<file path="src/rtl/tdet_pkg.sv">
package tdet_pkg;
  function automatic int stage_inc(int idx);
    return idx + 1;
  endfunction

  function automatic int chain_inc(int stages);
    return stages * (stages + 1) / 2;
  endfunction
endpackage

</file>
<file path="src/rtl/tdet_stage.sv">
module tdet_stage #(
  parameter int WIDTH     = 16,
  parameter int STAGE_IDX = 0
) (
  input  logic             clk_i,
  input  logic             rst_ni,
  input  logic             kill_i,
  input  logic             valid_i,
  input  logic [WIDTH-1:0] data_i,
  input  logic             late_i,
  input  logic             shadow_en_i,
  output logic             valid_o,
  output logic [WIDTH-1:0] data_o,
  output logic             mismatch_o
);
  localparam int              INC_I = tdet_pkg::stage_inc(STAGE_IDX);
  localparam logic [WIDTH-1:0] INC  = INC_I[WIDTH-1:0];
  localparam logic [WIDTH-1:0] FLIP = WIDTH'(1);

  logic [WIDTH-1:0] sum_d, main_d, shad_d;
  logic [WIDTH-1:0] main_q, shad_q;
  logic             valid_q;

  assign sum_d  = data_i + INC;
  // late path: main edge sees an unsettled bit 0
  assign main_d = (valid_i && late_i) ? (sum_d ^ FLIP) : sum_d;
  assign shad_d = shadow_en_i ? sum_d : main_d;

  always_ff @(posedge clk_i or negedge rst_ni) begin
    if (!rst_ni) begin
      valid_q <= 1'b0;
      main_q  <= '0;
      shad_q  <= '0;
    end else begin
      valid_q <= valid_i && !kill_i;
      main_q  <= main_d;
      shad_q  <= shad_d;
    end
  end

  assign mismatch_o = valid_q && (main_q != shad_q);
  assign data_o     = mismatch_o ? shad_q : main_q;
  assign valid_o    = valid_q;

  a_r7_on_time_clean: assert property (@(posedge clk_i) disable iff (!rst_ni)
    !$past(late_i) |-> !mismatch_o);

  a_r8_no_window_no_err: assert property (@(posedge clk_i) disable iff (!rst_ni)
    !$past(shadow_en_i) |-> !mismatch_o);

  a_r3_corrected_value: assert property (@(posedge clk_i) disable iff (!rst_ni)
    (valid_o && $past(shadow_en_i)) |-> (data_o == $past(data_i) + INC));
endmodule

</file>
<file path="src/rtl/tdet_flush_ctrl.sv">
module tdet_flush_ctrl #(
  parameter int STAGES = 4
) (
  input  logic              clk_i,
  input  logic              rst_ni,
  input  logic [STAGES-1:0] mismatch_i,
  output logic [STAGES-1:0] kill_o,
  output logic [STAGES-1:0] err_o,
  output logic              flush_o
);
  logic [STAGES-1:0] err_q;
  logic              flush_q;

  // a failing stage and everything younger capture nothing
  always_comb begin
    logic acc;
    acc = 1'b0;
    for (int i = STAGES - 1; i >= 0; i--) begin
      acc       = acc | mismatch_i[i];
      kill_o[i] = acc;
    end
  end

  always_ff @(posedge clk_i or negedge rst_ni) begin
    if (!rst_ni) begin
      err_q   <= '0;
      flush_q <= 1'b0;
    end else begin
      err_q   <= mismatch_i;
      flush_q <= |mismatch_i;
    end
  end

  assign err_o   = err_q;
  assign flush_o = flush_q;

  for (genvar g = 0; g < STAGES; g++) begin : g_pulse
    a_r4_err_one_cycle: assert property (@(posedge clk_i) disable iff (!rst_ni)
      err_q[g] |=> !err_q[g]);
  end
endmodule

</file>
<file path="src/rtl/tdet_err_count.sv">
module tdet_err_count #(
  parameter int STAGES = 4,
  parameter int CNT_W  = 8
) (
  input  logic              clk_i,
  input  logic              rst_ni,
  input  logic [STAGES-1:0] mismatch_i,
  output logic [CNT_W-1:0]  count_o
);
  localparam int               PC_W    = $clog2(STAGES + 1);
  localparam int               SUM_W   = CNT_W + PC_W;
  localparam logic [CNT_W-1:0] CNT_MAX = '1;

  logic [PC_W-1:0]  pc;
  logic [SUM_W-1:0] total;
  logic [CNT_W-1:0] cnt_q;

  always_comb begin
    pc = '0;
    for (int i = 0; i < STAGES; i++) pc = pc + PC_W'(mismatch_i[i]);
  end

  assign total = SUM_W'(cnt_q) + SUM_W'(pc);

  always_ff @(posedge clk_i or negedge rst_ni) begin
    if (!rst_ni)                      cnt_q <= '0;
    else if (total > SUM_W'(CNT_MAX)) cnt_q <= CNT_MAX;
    else                              cnt_q <= total[CNT_W-1:0];
  end

  assign count_o = cnt_q;

  a_r9_monotonic: assert property (@(posedge clk_i) disable iff (!rst_ni)
    cnt_q >= $past(cnt_q));

  a_r9_bounded_step: assert property (@(posedge clk_i) disable iff (!rst_ni)
    (int'(cnt_q) - int'($past(cnt_q))) <= STAGES);
endmodule

</file>
<file path="src/rtl/tdet_pipe.sv">
module tdet_pipe #(
  parameter int WIDTH  = 16,
  parameter int STAGES = 4,
  parameter int CNT_W  = 8
) (
  input  logic              clk_i,
  input  logic              rst_ni,
  input  logic              in_valid_i,
  input  logic [WIDTH-1:0]  in_data_i,
  input  logic [STAGES-1:0] late_i,
  input  logic              shadow_en_i,
  output logic              out_valid_o,
  output logic [WIDTH-1:0]  out_data_o,
  output logic [STAGES-1:0] err_o,
  output logic              flush_o,
  output logic [CNT_W-1:0]  err_count_o
);
  logic [STAGES-1:0] st_v, mis, kill, in_v;
  logic [WIDTH-1:0]  st_d [STAGES];
  logic [WIDTH-1:0]  in_d [STAGES];

  for (genvar g = 0; g < STAGES; g++) begin : g_stage
    if (g == 0) begin : g_head
      assign in_v[g] = in_valid_i;
      assign in_d[g] = in_data_i;
    end else begin : g_body
      assign in_v[g] = st_v[g-1];
      assign in_d[g] = st_d[g-1];
    end

    tdet_stage #(
      .WIDTH    (WIDTH),
      .STAGE_IDX(g)
    ) u_stage (
      .clk_i      (clk_i),
      .rst_ni     (rst_ni),
      .kill_i     (kill[g]),
      .valid_i    (in_v[g]),
      .data_i     (in_d[g]),
      .late_i     (late_i[g]),
      .shadow_en_i(shadow_en_i),
      .valid_o    (st_v[g]),
      .data_o     (st_d[g]),
      .mismatch_o (mis[g])
    );

    a_r6_kill_reach: assert property (@(posedge clk_i) disable iff (!rst_ni)
      mis[g] |=> !st_v[g]);
  end

  tdet_flush_ctrl #(.STAGES(STAGES)) u_flush (
    .clk_i     (clk_i),
    .rst_ni    (rst_ni),
    .mismatch_i(mis),
    .kill_o    (kill),
    .err_o     (err_o),
    .flush_o   (flush_o)
  );

  tdet_err_count #(.STAGES(STAGES), .CNT_W(CNT_W)) u_count (
    .clk_i     (clk_i),
    .rst_ni    (rst_ni),
    .mismatch_i(mis),
    .count_o   (err_count_o)
  );

  assign out_valid_o = st_v[STAGES-1];
  assign out_data_o  = st_d[STAGES-1];

  a_r5_flush_follows_err: assert property (@(posedge clk_i) disable iff (!rst_ni)
    $past(|mis) |-> flush_o);
endmodule

</file>
<file path="config.mk">
export PLATFORM = sky130hd
export DESIGN_NAME = tdet_pipe
export DESIGN_NICKNAME = d
export VERILOG_FILES = /design/src/rtl/tdet_pkg.sv /design/src/rtl/tdet_stage.sv /design/src/rtl/tdet_flush_ctrl.sv /design/src/rtl/tdet_err_count.sv /design/src/rtl/tdet_pipe.sv
export SDC_FILE = /design/constraint.sdc
export NUM_CORES = 1
export LEC_CHECK = 0
export ABC_CLOCK_PERIOD_IN_PS = 3420
export BUFFER_PORTS_ARGS = -buffer_cell sky130_fd_sc_hd__buf_2
export CELL_PAD_IN_SITES_DETAIL_PLACEMENT = 1
export CELL_PAD_IN_SITES_GLOBAL_PLACEMENT = 2
export CORE_ASPECT_RATIO = 0.9
export CORE_MARGIN = 4
export CORE_UTILIZATION = 37
export CTS_CLUSTER_DIAMETER = 200
export DETAILED_ROUTE_END_ITERATION = 16
export GPL_ROUTABILITY_DRIVEN = 0
export HOLD_SLACK_MARGIN = 0.1
export MAX_ROUTING_LAYER = met4
export PLACE_DENSITY_LB_ADDON = 0.05
export RECOVER_POWER = 25
export SLEW_MARGIN = 20
export SYNTH_ARGS = -nofsm -noshare
export SYNTH_HDL_FRONTEND = slang
export SYNTH_SLANG_ARGS = --single-unit
export TNS_END_PERCENT = 5
</file>
<file path="constraint.sdc">
create_clock -name clk_i -period 3.42 [get_ports clk_i]
set_clock_uncertainty 0.1 [all_clocks]
set_input_delay 0.684 -clock clk_i [delete_from_list [all_inputs] [get_ports clk_i]]
set_output_delay 0.684 -clock clk_i [all_outputs]
set_load 0.02 [all_outputs]
</file>
==> results of run 1 <==
## critical path: stages, from the launching register on
cell	delay, ns
dfrtp_1	0.43
xor2_1	0.17
nand2_1	0.11
ha_1	0.30
inv_1	0.07
fa_1	0.41
inv_1	0.07
ha_1	0.16
inv_1	0.05
fa_1	0.38
nor2b_1	0.22
o2111ai_1	0.18
or2_2	0.37
o21ai_0	0.09
## layer usage
layer,GRT usage (%),routed length [µm],vias up
li1,-,-,1136
met1,15.1,2970,1057
met2,18.6,2770,43
met3,2.35,258,4
met4,4.44,53,0
met5,-,0,-
## per-stage QoR
stage               hold slack (ns)  worst slack (ns)  cell area (µm²)
finish                        0.253             0.253             4250
floorplan                     0.288             0.494             3700
detailed placement            0.240             0.249             4080
CTS                           0.258             0.230             4260
global route                  0.258            0.0425             4250
global placement              0.238             0.342             4080
## layout make-up
class / count / area [µm²] / share of cell area [%]
clock buffers: 10 / 128 / 3.00
clock inverters: 5 / 52.6 / 1.24
inverters: 17 / 63.8 / 1.50
multi-input cells: 201 / 1450 / 34.2
flip-flops and latches: 85 / 2130 / 50.0
well taps: 126 / 158 / 3.71
repair buffers: 54 / 269 / 6.33
## path summary, 6_finish.rpt
check                                                to  depth (start not counted)  slack (ns)
max                                  u_count.count_o[2]                         13        0.25
min                        g_stage[3].u_stage.main_q[1]                          0        0.25
max reg2reg                          u_count.count_o[2]                         13        0.25
min reg2reg                g_stage[3].u_stage.main_q[1]                          0        0.25
max in group asynchronous  g_stage[2].u_stage.main_q[0]                          1        1.23
min in group asynchronous            u_count.count_o[5]                          1        0.78
## state kept, by name, summed over array words and instances, names as in the netlist
signal and flops:
g_stage.u_stage.main_q 64, g_stage.u_stage.shad_q 4, g_stage.u_stage.valid_o 4, u_count.count_o 8
u_flush.err_o 4, u_flush.flush_o 1
## placed cells by master (no fill, tap or decap)
cell,instances
dfrtp_1,85
buf_2,49
xnor2_1,42
nand2_1,26
xor2_1,23
nand3_1,22
inv_1,17
nor2_1,16
ha_1,10
nand4_1,9
and3_1,9
clkbuf_8,9
and4_1,8
nor2b_1,6
a21oi_1,5
o21ai_0,4
mux2_2,4
clkbuf_1,4
clkinv_2,3
nor3_2,2
and2_1,2
mux2i_1,2
fa_1,2
mux2i_2,1
a211oi_4,1
nand4_2,1
o2111ai_1,1
a21o_1,1
a31oi_1,1
or2_2,1
nand2b_1,1
and3_2,1
clkinvlp_4,1
bufinv_16,1
clkbuf_2,1
buf_4,1
## logic make-up (layout without fill, tap and decap cells)
family	after synthesis	in the layout	share of synthesized area (%)
DFF	85	85	57.4
muxes	7	7	2.13
buffers and inverters	33	86	3.34
xor gates and xnor gates	65	65	15.4
and+or+nand+nor	104	104	14.9
AOI/OAI and AO/OA	13	13	2.36
adders and majority gates	12	12	4.46
## where the power goes
part	switching [mW]	leakage [nW]	internal (mW)	total [mW]
clock network	0.326	0.0919	0.330	0.656
logic	0.521	0.896	0.375	0.895
registers	0.179	1.01	1.24	1.42
total	1.03	2.00	1.95	2.97
==> summary.txt, run 1 <==
Clock tree
  • Clk pin slew, worst setup/hold paths: approximately 0.090 ns
  • CTS Hold Buffers Added: 0
  • Clk sink count: 85
  • CTS tree: built
  • Clock Tree Buf Depth: 2
  • Worst-Skew Late Latency: 0.34 ns
  • Post-CTS Resized: 0
  • Total CTS buffers: 9
  • H-Tree Depth: 3
  • Root Buffer: clkbuf_8
  • # Post-CTS Setup Buffers: 0

Final layout
  • Fraction of layout cells with a size suffix above 1: 20.4%
  • Layout Nets: 404
  • ANT cells: 0
  • Core Util, Final: 43.8%
  • Area grow syn2layout: 14.8%
  • Fill cell count: 1074
  • Fin cells: approximately 500

Synthesis
  • Asr flop ratio synth: 100%
  • Synthesized instance count: 319
  • Area contributors post-synth: dfrtp_1 (57%), xnor2_1 (9.9%), xor2_1 (5.4%)
  • Top-count cell post-synth: dfrtp_1
  • Number of synthesized flops with an enable pin: 0
  • Commonest cells in the synthesized netlist: dfrtp_1 (85), xnor2_1 (42), nand2_1 (26)
  • Synth Area per Inst: 11.6 µm²
  • Synthesized Nets: 355
  • Prevailing post-synth register cell: dfrtp_1
  • Yosys top cell area share: 57.4%
  • Synth Register Bits: 85
  • Unique masters post-synth: 29
  • Post-synth top area cell: dfrtp_1
  • Synthesized area: about 0.0037 mm²
  • Register area share after synthesis: 57.4%
  • YS warnings: 0

Global route
  • GRT Overall Usage: approximately an eighth
  • Overflow after GRT: 0
  • Largest net degree at the start of global routing: 86
  • Initial antenna violation count: 0
  • First-pass GRT wire length: 10800 µm
  • Vias in the first global route: 2376

Worst setup path
  • CP startpoint kind: register
  • R2R Path Start: g_stage[0].u_stage.shad_q[0]
  • Crit. End Element: register
  • Crit path kind: register to register
  • CP required: 3.58 ns
  • CP Launch Point: g_stage[0].u_stage.shad_q[0]
  • Arr. time, crit path: ~3.3 ns
  • CP Max Fanout: 4

Timing
  • RSZ-0062 raised after global routing: false
  • Min Tclk post-route: 3.17 ns
  • Worst Max-Slew Pin Slew: about 2.0 ns
  • Slew headroom: -32.7%
  • Period utilization: 92.6%
  • Final Setup Violations: 0
  • Slew Limit Fails: 86
  • Fin. Hold Viols: 0
  • Setup TNS: 0 ns
  • Fmax: 316 MHz

Drt
  • DR iter-0 viols: 31
  • Antenna Nets Post-Route: 0
  • DRC: 0
  • Post-DR vias/cell: roughly 4.5
  • Routed WL: 6050 µm
  • Total number of vias: 2240
  • DR WL/cell: ~12 µm
  • Pre-antenna DRT Iters: 4

Die
  • Ports: between 50 and 60
  • Die area: 0.0117 mm²
  • Core box area: 0.00970 mm²
  • Num rows: 34
  • Die H: 103 µm
  • Die Wd: 113 µm
  • Initial Util: 38.2%

Placed design
  • Port bufs: 53
  • Dpl cells: 483
  • Detailed placer's ending HPWL: 4540 µm

Pwr
  • Total chip power: 2.97 mW
  • Peak VDD IR: about 270 µV
  • Pwr/cell area: 699 mW/mm²
  • LEAKAGE: 2.00 nW

Min path
  • HP Start: g_stage[2].u_stage.main_q[1]
  • Worst hold path type: register to register

Status
  • Outcome: finished with violations
  • Violated checks: capacitance limit, slew limit

Job
  • Max-cap viol count: 1
Note: power is estimated with default switching activity, not from simulation.
==> run 2, diff against run 1 <==
- CORE_UTILIZATION: 37 -> 39
- CTS_BUF_LIST: default -> sky130_fd_sc_hd__clkbuf_4
==> summary.txt, run 2 (same netlist as run 1, synthesis figures left out) <==
Status
  • Outcome: finished with violations
  • Violated checks: capacitance limit, slew limit

Die
  • Core box area: 0.00921 mm² (-5.1%)
  • Die H: 100 µm (-2.4%)
  • Die Wd: 111 µm (-2.4%)
  • Ports: 54 (unchanged)
  • Die area: 0.0111 mm² (-4.8%)
  • Num rows: 33 (-2.9%)
  • Initial Util: 40.2% (+2.0 points)

Clock tree
  • Total CTS buffers: 9 (unchanged)
  • Clk pin slew, worst setup/hold paths: 0.12 ns (+0.03 ns)
  • CTS tree: built
  • CTS Hold Buffers Added: 0 (unchanged)
  • H-Tree Depth: 3 (unchanged)
  • Clk sink count: 85 (unchanged)
  • Worst-Skew Late Latency: 0.40 ns (+0.06 ns)
  • Post-CTS Resized: 0 (unchanged)
  • Root Buffer: clkbuf_4
  • # Post-CTS Setup Buffers: 0 (unchanged)
  • Clock Tree Buf Depth: 2 (unchanged)

Final layout
  • Leading cell types in the layout, fill and taps excluded: dfrtp_1 (85), buf_2 (50), xnor2_1 (42), nand2_1 (26), xor2_1 (23)
  • ANT cells: 0 (unchanged)
  • Fill cell count: 1024 (-4.7%)
  • Fin cells: 492 (-1.2%)
  • Biggest register: g_stage.u_stage.main_q
  • Area grow syn2layout: 12.8%
  • Most common cell after layout, fill and taps aside: dfrtp_1
  • Layout Nets: 403 (-0.25%)
  • Fraction of layout cells with a size suffix above 1: 20.0% (-0.43 points)
  • Max reg flops: 64 (unchanged)

Timing
  • Fmax: 317 MHz (+0.27%)
  • Min Tclk post-route: 3.16 ns (-0.00856 ns)
  • Slew headroom: -32.1% (+0.56 points)
  • Worst Max-Slew Pin Slew: 1.98 ns (-0.00841 ns)
  • Fin. Hold Viols: 0 (unchanged)
  • Slew Limit Fails: 86 (unchanged)
  • Setup TNS: 0 ns (unchanged)
  • Final Setup Violations: 0 (unchanged)
  • RSZ-0062 raised after global routing: false
  • Setup WS post-layout: 0.262 ns (+0.00856 ns)
  • Period utilization: 92.4% (-0.25 points)

Global route
  • Vias in the first global route: 2362 (-0.59%)
  • First-pass GRT wire length: 10900 µm (+0.71%)
  • GRT Overall Usage: 12.3% (+0.58 points)
  • Initial antenna violation count: 0 (unchanged)
  • Overflow after GRT: 0 (unchanged)
  • Largest net degree at the start of global routing: 86 (unchanged)

Worst setup path
  • Cell Chain, Critical Path: xor2_1, nand2_1, ha_1, inv_1, fa_1, inv_1, ha_1, inv_1, fa_1, nor2b_2, o2111ai_1, or2_2, o21ai_0
  • Most frequent CP cell: inv_1
  • CP startpoint kind: register
  • R2R Path Start: g_stage[0].u_stage.shad_q[0]
  • Crit. End Element: register
  • Arr. time, crit path: 3.39 ns (+0.06 ns)
  • CP required: 3.66 ns (+0.08 ns)
  • R2r endpoint: u_count.count_o[2]
  • Cells on worst reg2reg path: 13 (unchanged)
  • FF-to-FF setup slack: 0.26 ns (about the same)
  • CP Launch Point: g_stage[0].u_stage.shad_q[0]
  • CP Max Fanout: 4 (unchanged)
  • Slowest cell on crit path: dfrtp_1
  • Crit path kind: register to register
  • Crit path largest cell delay: 0.44 ns (about the same)

Pwr
  • Psw: 0.987 mW (-3.7%)
  • Comb power frac: 31.9% (+1.8 points)
  • Clk pwr share: 17.9% (-4.2 points)
  • Reg power frac: 50.3% (+2.5 points)
  • Peak VDD IR: 271 µV (+0.25%)
  • Switching Share: 35.1% (+0.58 points)
  • LEAKAGE: 1.97 nW (-1.4%)
  • Power Internal: 1.83 mW (-6.1%)
  • Pwr/cell area: 673 mW/mm² (-3.7%)

Drt
  • DR iter-0 viols: 57 (+84%)
  • Routed WL: 5900 µm (-2.5%)
  • DR WL/cell: 12.0 µm (-1.3%)
  • Antenna Nets Post-Route: 0 (unchanged)
  • Pre-antenna DRT Iters: 4 (unchanged)
  • Post-DR vias/cell: 4.54 (+1.0%)
  • DRC: 0 (unchanged)
  • Total number of vias: 2236 (-0.18%)

Min path
  • HP Start: g_stage[2].u_stage.main_q[1]
  • Hold Path Cell Cnt: 0 (unchanged)
  • Hold path endpoint: g_stage[3].u_stage.main_q[1]
  • Worst hold path type: register to register

Job
  • Max-cap viol count: 1 (unchanged)

Placed design
  • Port bufs: 53 (unchanged)
  • Dpl cells: 478 (-1.0%)
  • Detailed placer's ending HPWL: 4500 µm (-0.94%)
  • Placement Setup Slack: 0.247 ns (-0.00190 ns)
run 2: metrics by stage:
| step | utilization (%) | power [mW] | hold WS (ns) | instance area [µm²] |
|---|---|---|---|---|
| floorplan | - | 2.06 | 0.288 | 3700 |
| global placement | 44.2 | 2.33 | 0.259 | 4070 |
| detailed placement | 44.2 | 2.34 | 0.261 | 4070 |
| CTS | 45.4 | 2.86 | 0.297 | 4180 |
| global route | 45.4 | 3.05 | 0.294 | 4180 |
| finish | 45.4 | 2.81 | 0.288 | 4180 |
run 2: final cells by class:
cell class / instances / area, µm² / share of cell area (%)
clock buffers: 10 / 75.1 / 1.80
clock inverters: 4 / 41.3 / 0.988
inverters: 17 / 63.8 / 1.53
multi-input cells: 201 / 1460 / 34.9
flip-flops and latches: 85 / 2130 / 50.9
well taps: 122 / 153 / 3.65
repair buffers: 53 / 263 / 6.29
run 2: power by group through the flow:
stage	combinational, mW	sequential, mW	clock (mW)
after floorplan	0.563	1.49	0
after global placement	0.892	1.44	0
after detailed placement	0.907	1.44	0
after CTS	0.914	1.42	0.531
after global routing	1.02	1.45	0.579
final	0.896	1.41	0.503
run 2: worst max path at each step:
| stage | to | slack, ns | depth (start not counted) |
|---|---|---|---|
| 2_1_floorplan | u_count.count_o[2] | 0.49 | 13 |
| 3_3_place_gp | u_count.count_o[2] | 0.30 | 13 |
| 3_5_place_dp | u_count.count_o[2] | 0.25 | 13 |
| 4_1_cts | u_count.count_o[2] | 0.21 | 13 |
| 5_1_grt | u_count.count_o[2] | 0.03 | 13 |
| 6_report | u_count.count_o[2] | 0.26 | 13 |
run 2: critical path, delay by kind of cell, from the launching register on:
family                     cells  cell delay (ns)
and+or+nand+nor                3             0.68
AOI/OAI and AO/OA              2             0.24
DFF                            1             0.44
buffers and inverters          3             0.20
adders and majority gates      4             1.27
xor gates and xnor gates       1             0.16
run 2: metal layers:
metal | part of all wire [%] | GRT usage (%) | wire [µm]
met5 | 0 | - | 0
met4 | 1.4 | 4.26 | 82
met3 | 5.3 | 3.90 | 313
met2 | 47 | 19.5 | 2750
met1 | 47 | 15.1 | 2750
==> run 3, diff against run 2 <==
- SYNTH_HIERARCHICAL: default -> 1
==> summary.txt, run 3 <==
Final layout
  • Most common cell after layout, fill and taps aside: dfrtp_1
  • Leading cell types in the layout, fill and taps excluded: dfrtp_1 (85), buf_2 (50), xor2_1 (44), nand2_1 (23), inv_1 (22)
  • Fill cell count: 1150 (+12%)
  • Max reg flops: 60 (-6.3%)
  • Finished Cell Area: 0.00436 mm² (+4.3%)
  • Area grow syn2layout: 7.13%
  • Layout Nets: 422 (+4.7%)
  • Fraction of layout cells with a size suffix above 1: 21.2% (+1.2 points)
  • ANT cells: 0 (unchanged)
  • Biggest register: g_stage.u_stage/shad_q
  • Core Util, Final: 42.7% (-2.7 points)

Global route
  • Vias in the first global route: 2642 (+12%)
  • Overflow after GRT: 0 (unchanged)
  • Largest net degree at the start of global routing: 86 (unchanged)
  • Initial antenna violation count: 0 (unchanged)
  • First-pass GRT wire length: 12100 µm (+12%)
  • GRT Overall Usage: 12.6% (+0.26 points)

Pwr
  • Peak VDD IR: 315 µV (+16%)
  • Clk pwr share: 16.4% (-1.5 points)
  • Reg power frac: 49.6% (-0.7 points)
  • Pwr/cell area: 651 mW/mm² (-3.3%)
  • Psw: 1.05 mW (+6.8%)
  • LEAKAGE: 2.01 nW (+2.2%)
  • Power Internal: 1.79 mW (-2.3%)
  • Comb power frac: 33.9% (+2.0 points)
  • Total chip power: 2.84 mW (+0.91%)
  • Switching Share: 37.1% (+2.0 points)

Worst setup path
  • CP Max Fanout: 7 (+3)
  • CP required: 3.61 ns (-0.05 ns)
  • Cells on worst reg2reg path: 12 (-1)
  • Most frequent CP cell: inv_1
  • Crit path kind: register to register
  • R2r endpoint: u_count/count_o[6]
  • Slowest cell on crit path: fa_1
  • CP startpoint kind: register
  • FF-to-FF setup slack: 0.25 ns (about the same)
  • Crit. End Element: register
  • Crit path largest cell delay: 0.42 ns (-0.02 ns)
  • R2R Path Start: g_stage[1].u_stage/shad_q[0]
  • Cell Chain, Critical Path: xor2_1, and2_0, ha_1, inv_1, fa_1, inv_1, ha_1, inv_1, fa_1, and2b_1, o21ai_0, mux2_2
  • CP Launch Point: g_stage[1].u_stage/shad_q[0]
  • Arr. time, crit path: 3.36 ns (-0.03 ns)

Min path
  • Hold path endpoint: g_stage[3].u_stage/shad_q[1]
  • HP Start: g_stage[2].u_stage/shad_q[1]
  • Worst hold path type: register to register
  • Hold Path Cell Cnt: 0 (unchanged)

Synthesis
  • Register area share after synthesis: 52.3% (-5.2 points)
  • Synthesized area: 0.00407 mm² (+9.9%)
  • Number of synthesized flops with an enable pin: 0 (unchanged)
  • Synthesized instance count: 385 (+21%)
  • Yosys top cell area share: 52.3% (-5.2 points)
  • Top-count cell post-synth: dfrtp_1
  • Synth Area per Inst: 10.6 µm² (-9.0%)
  • Post-synth top area cell: dfrtp_1
  • YS warnings: 6 (+6)
  • Asr flop ratio synth: 100% (unchanged)
  • Synth Register Bits: 85 (unchanged)
  • Unique masters post-synth: 41 (+41%)
  • Synthesized Nets: 420 (+18%)
  • Commonest cells in the synthesized netlist: dfrtp_1 (85), clkbuf_1 (60), xor2_1 (44)
  • Prevailing post-synth register cell: dfrtp_1
  • Area contributors post-synth: dfrtp_1 (52%), xor2_1 (9.5%), clkbuf_1 (5.5%)

Die
  • Die Wd: 116 µm (+4.5%)
  • Core box area: 0.0102 mm² (+11%)
  • Initial Util: 39.9% (-0.35 points)
  • Die H: 105 µm (+4.4%)
  • Ports: 54 (unchanged)
  • Num rows: 35 (+6.1%)
  • Die area: 0.0121 mm² (+9.1%)

Drt
  • DR WL/cell: 12.5 µm (+4.2%)
  • Antenna Nets Post-Route: 0 (unchanged)
  • Routed WL: 6500 µm (+10%)
  • Pre-antenna DRT Iters: 4 (unchanged)
  • Total number of vias: 2389 (+6.8%)
  • DRC: 0 (unchanged)
  • DR iter-0 viols: 57 (unchanged)
  • Post-DR vias/cell: 4.59 (+0.90%)

Clock tree
  • Clk sink count: 85 (unchanged)
  • CTS tree: built
  • Clock Tree Buf Depth: 2 (unchanged)
  • Root Buffer: clkbuf_4
  • Total CTS buffers: 9 (unchanged)
  • Post-CTS Resized: 0 (unchanged)
  • Clk pin slew, worst setup/hold paths: 0.14 ns (+0.02 ns)
  • H-Tree Depth: 3 (unchanged)
  • Worst-Skew Late Latency: 0.42 ns (+0.02 ns)
  • # Post-CTS Setup Buffers: 0 (unchanged)
  • CTS Hold Buffers Added: 0 (unchanged)

Job
  • Max-cap viol count: 1 (unchanged)

Timing
  • Min Tclk post-route: 3.17 ns (+0.00827 ns)
  • Slew headroom: -30.7% (+1.5 points)
  • Period utilization: 92.6% (+0.24 points)
  • Fin. Hold Viols: 0 (unchanged)
  • Final Setup Violations: 0 (unchanged)
  • Fmax: 316 MHz (-0.26%)
  • RSZ-0062 raised after global routing: false
  • Setup TNS: 0 ns (unchanged)
  • WHS: 0.268 ns (-0.0192 ns)
  • Slew Limit Fails: 86 (unchanged)
  • Worst Max-Slew Pin Slew: 1.96 ns (-0.0219 ns)

Placed design
  • Post-DP Area: 0.00426 mm² (+4.7%)
  • Port bufs: 53 (unchanged)
  • Detailed placer's ending HPWL: 4990 µm (+11%)

Status
  • Outcome: finished with violations
  • Violated checks: capacitance limit, slew limit
[run 3: changes by cell type after synthesis, moves of 6 or more]
cell / change
and3_1: -6
and4_1: -8
clkbuf_1: +44
nand3_1: -9
nor3_1: +17
nor4_1: +6
xnor2_1: -21
xor2_1: +21
[run 3: critical path, delay by kind of cell (launching register included)]
kind / cells / cell delay, ns
mux: 1 / 0.28
fa+ha+maj: 4 / 1.26
buf+inv: 3 / 0.17
xor+xnor: 1 / 0.16
simple gates: 2 / 0.53
compound gates: 1 / 0.12
flops: 1 / 0.41
[run 3: cell type report]
type                       count  area, µm²  area share [%]
clock buffer                   9       67.6            1.55
clock inverter                 7       42.5           0.976
inverter                      22       82.6            1.89
multi-input combinational    216       1620            37.1
sequential                    85       2130            48.8
tap                          129        161            3.70
timing repair buffer          53        263            6.03
[run 3: cell families after synthesis]
family                     after synthesis  synth area share (%)
AOI/OAI and AO/OA                       14                  2.71
xor gates and xnor gates                65                  14.0
adders and majority gates               11                  3.75
buffers and inverters                   84                  8.02
DFF                                     85                  52.3
muxes                                    7                  1.88
and+or+nand+nor                        119                  17.4
[run 3: power groups by stage]
stage          Clock [mW]  Combinational (mW)  Sequential, mW
2_1_floorplan           0               0.722            1.43
3_3_place_gp            0               0.973            1.43
3_5_place_dp            0               0.984            1.44
4_1_cts             0.497               0.991            1.42
5_1_grt             0.547                1.10            1.45
6_report            0.467               0.963            1.41
[run 3: through the flow]
step | std cells | setup WS (ns)
after floorplan | 385 | 0.524
after global placement | 505 | 0.378
after detailed placement | 505 | 0.304
after CTS | 521 | 0.242
after global routing | 521 | 0.0659
final | 521 | 0.253
[run 3: worst max path at each step]
stage | end | slack, ns | cells past startpoint
after CTS | u_count/count_o[6] | 0.24 | 12
after global placement | u_count/count_o[6] | 0.38 | 12
final | u_count/count_o[6] | 0.25 | 12
after global routing | u_count/count_o[6] | 0.07 | 12
after detailed placement | u_count/count_o[6] | 0.30 | 12
after floorplan | u_count/count_o[6] | 0.52 | 12
[run 3: metal layers]
layer  wire [µm]  vias up  global-route usage, %
met4         112        0                   4.97
met3         283        9                   2.26
li1            -     1227                      -
met2        3040       45                   19.4
met5           0        -                      -
met1        3060     1108                   16.5
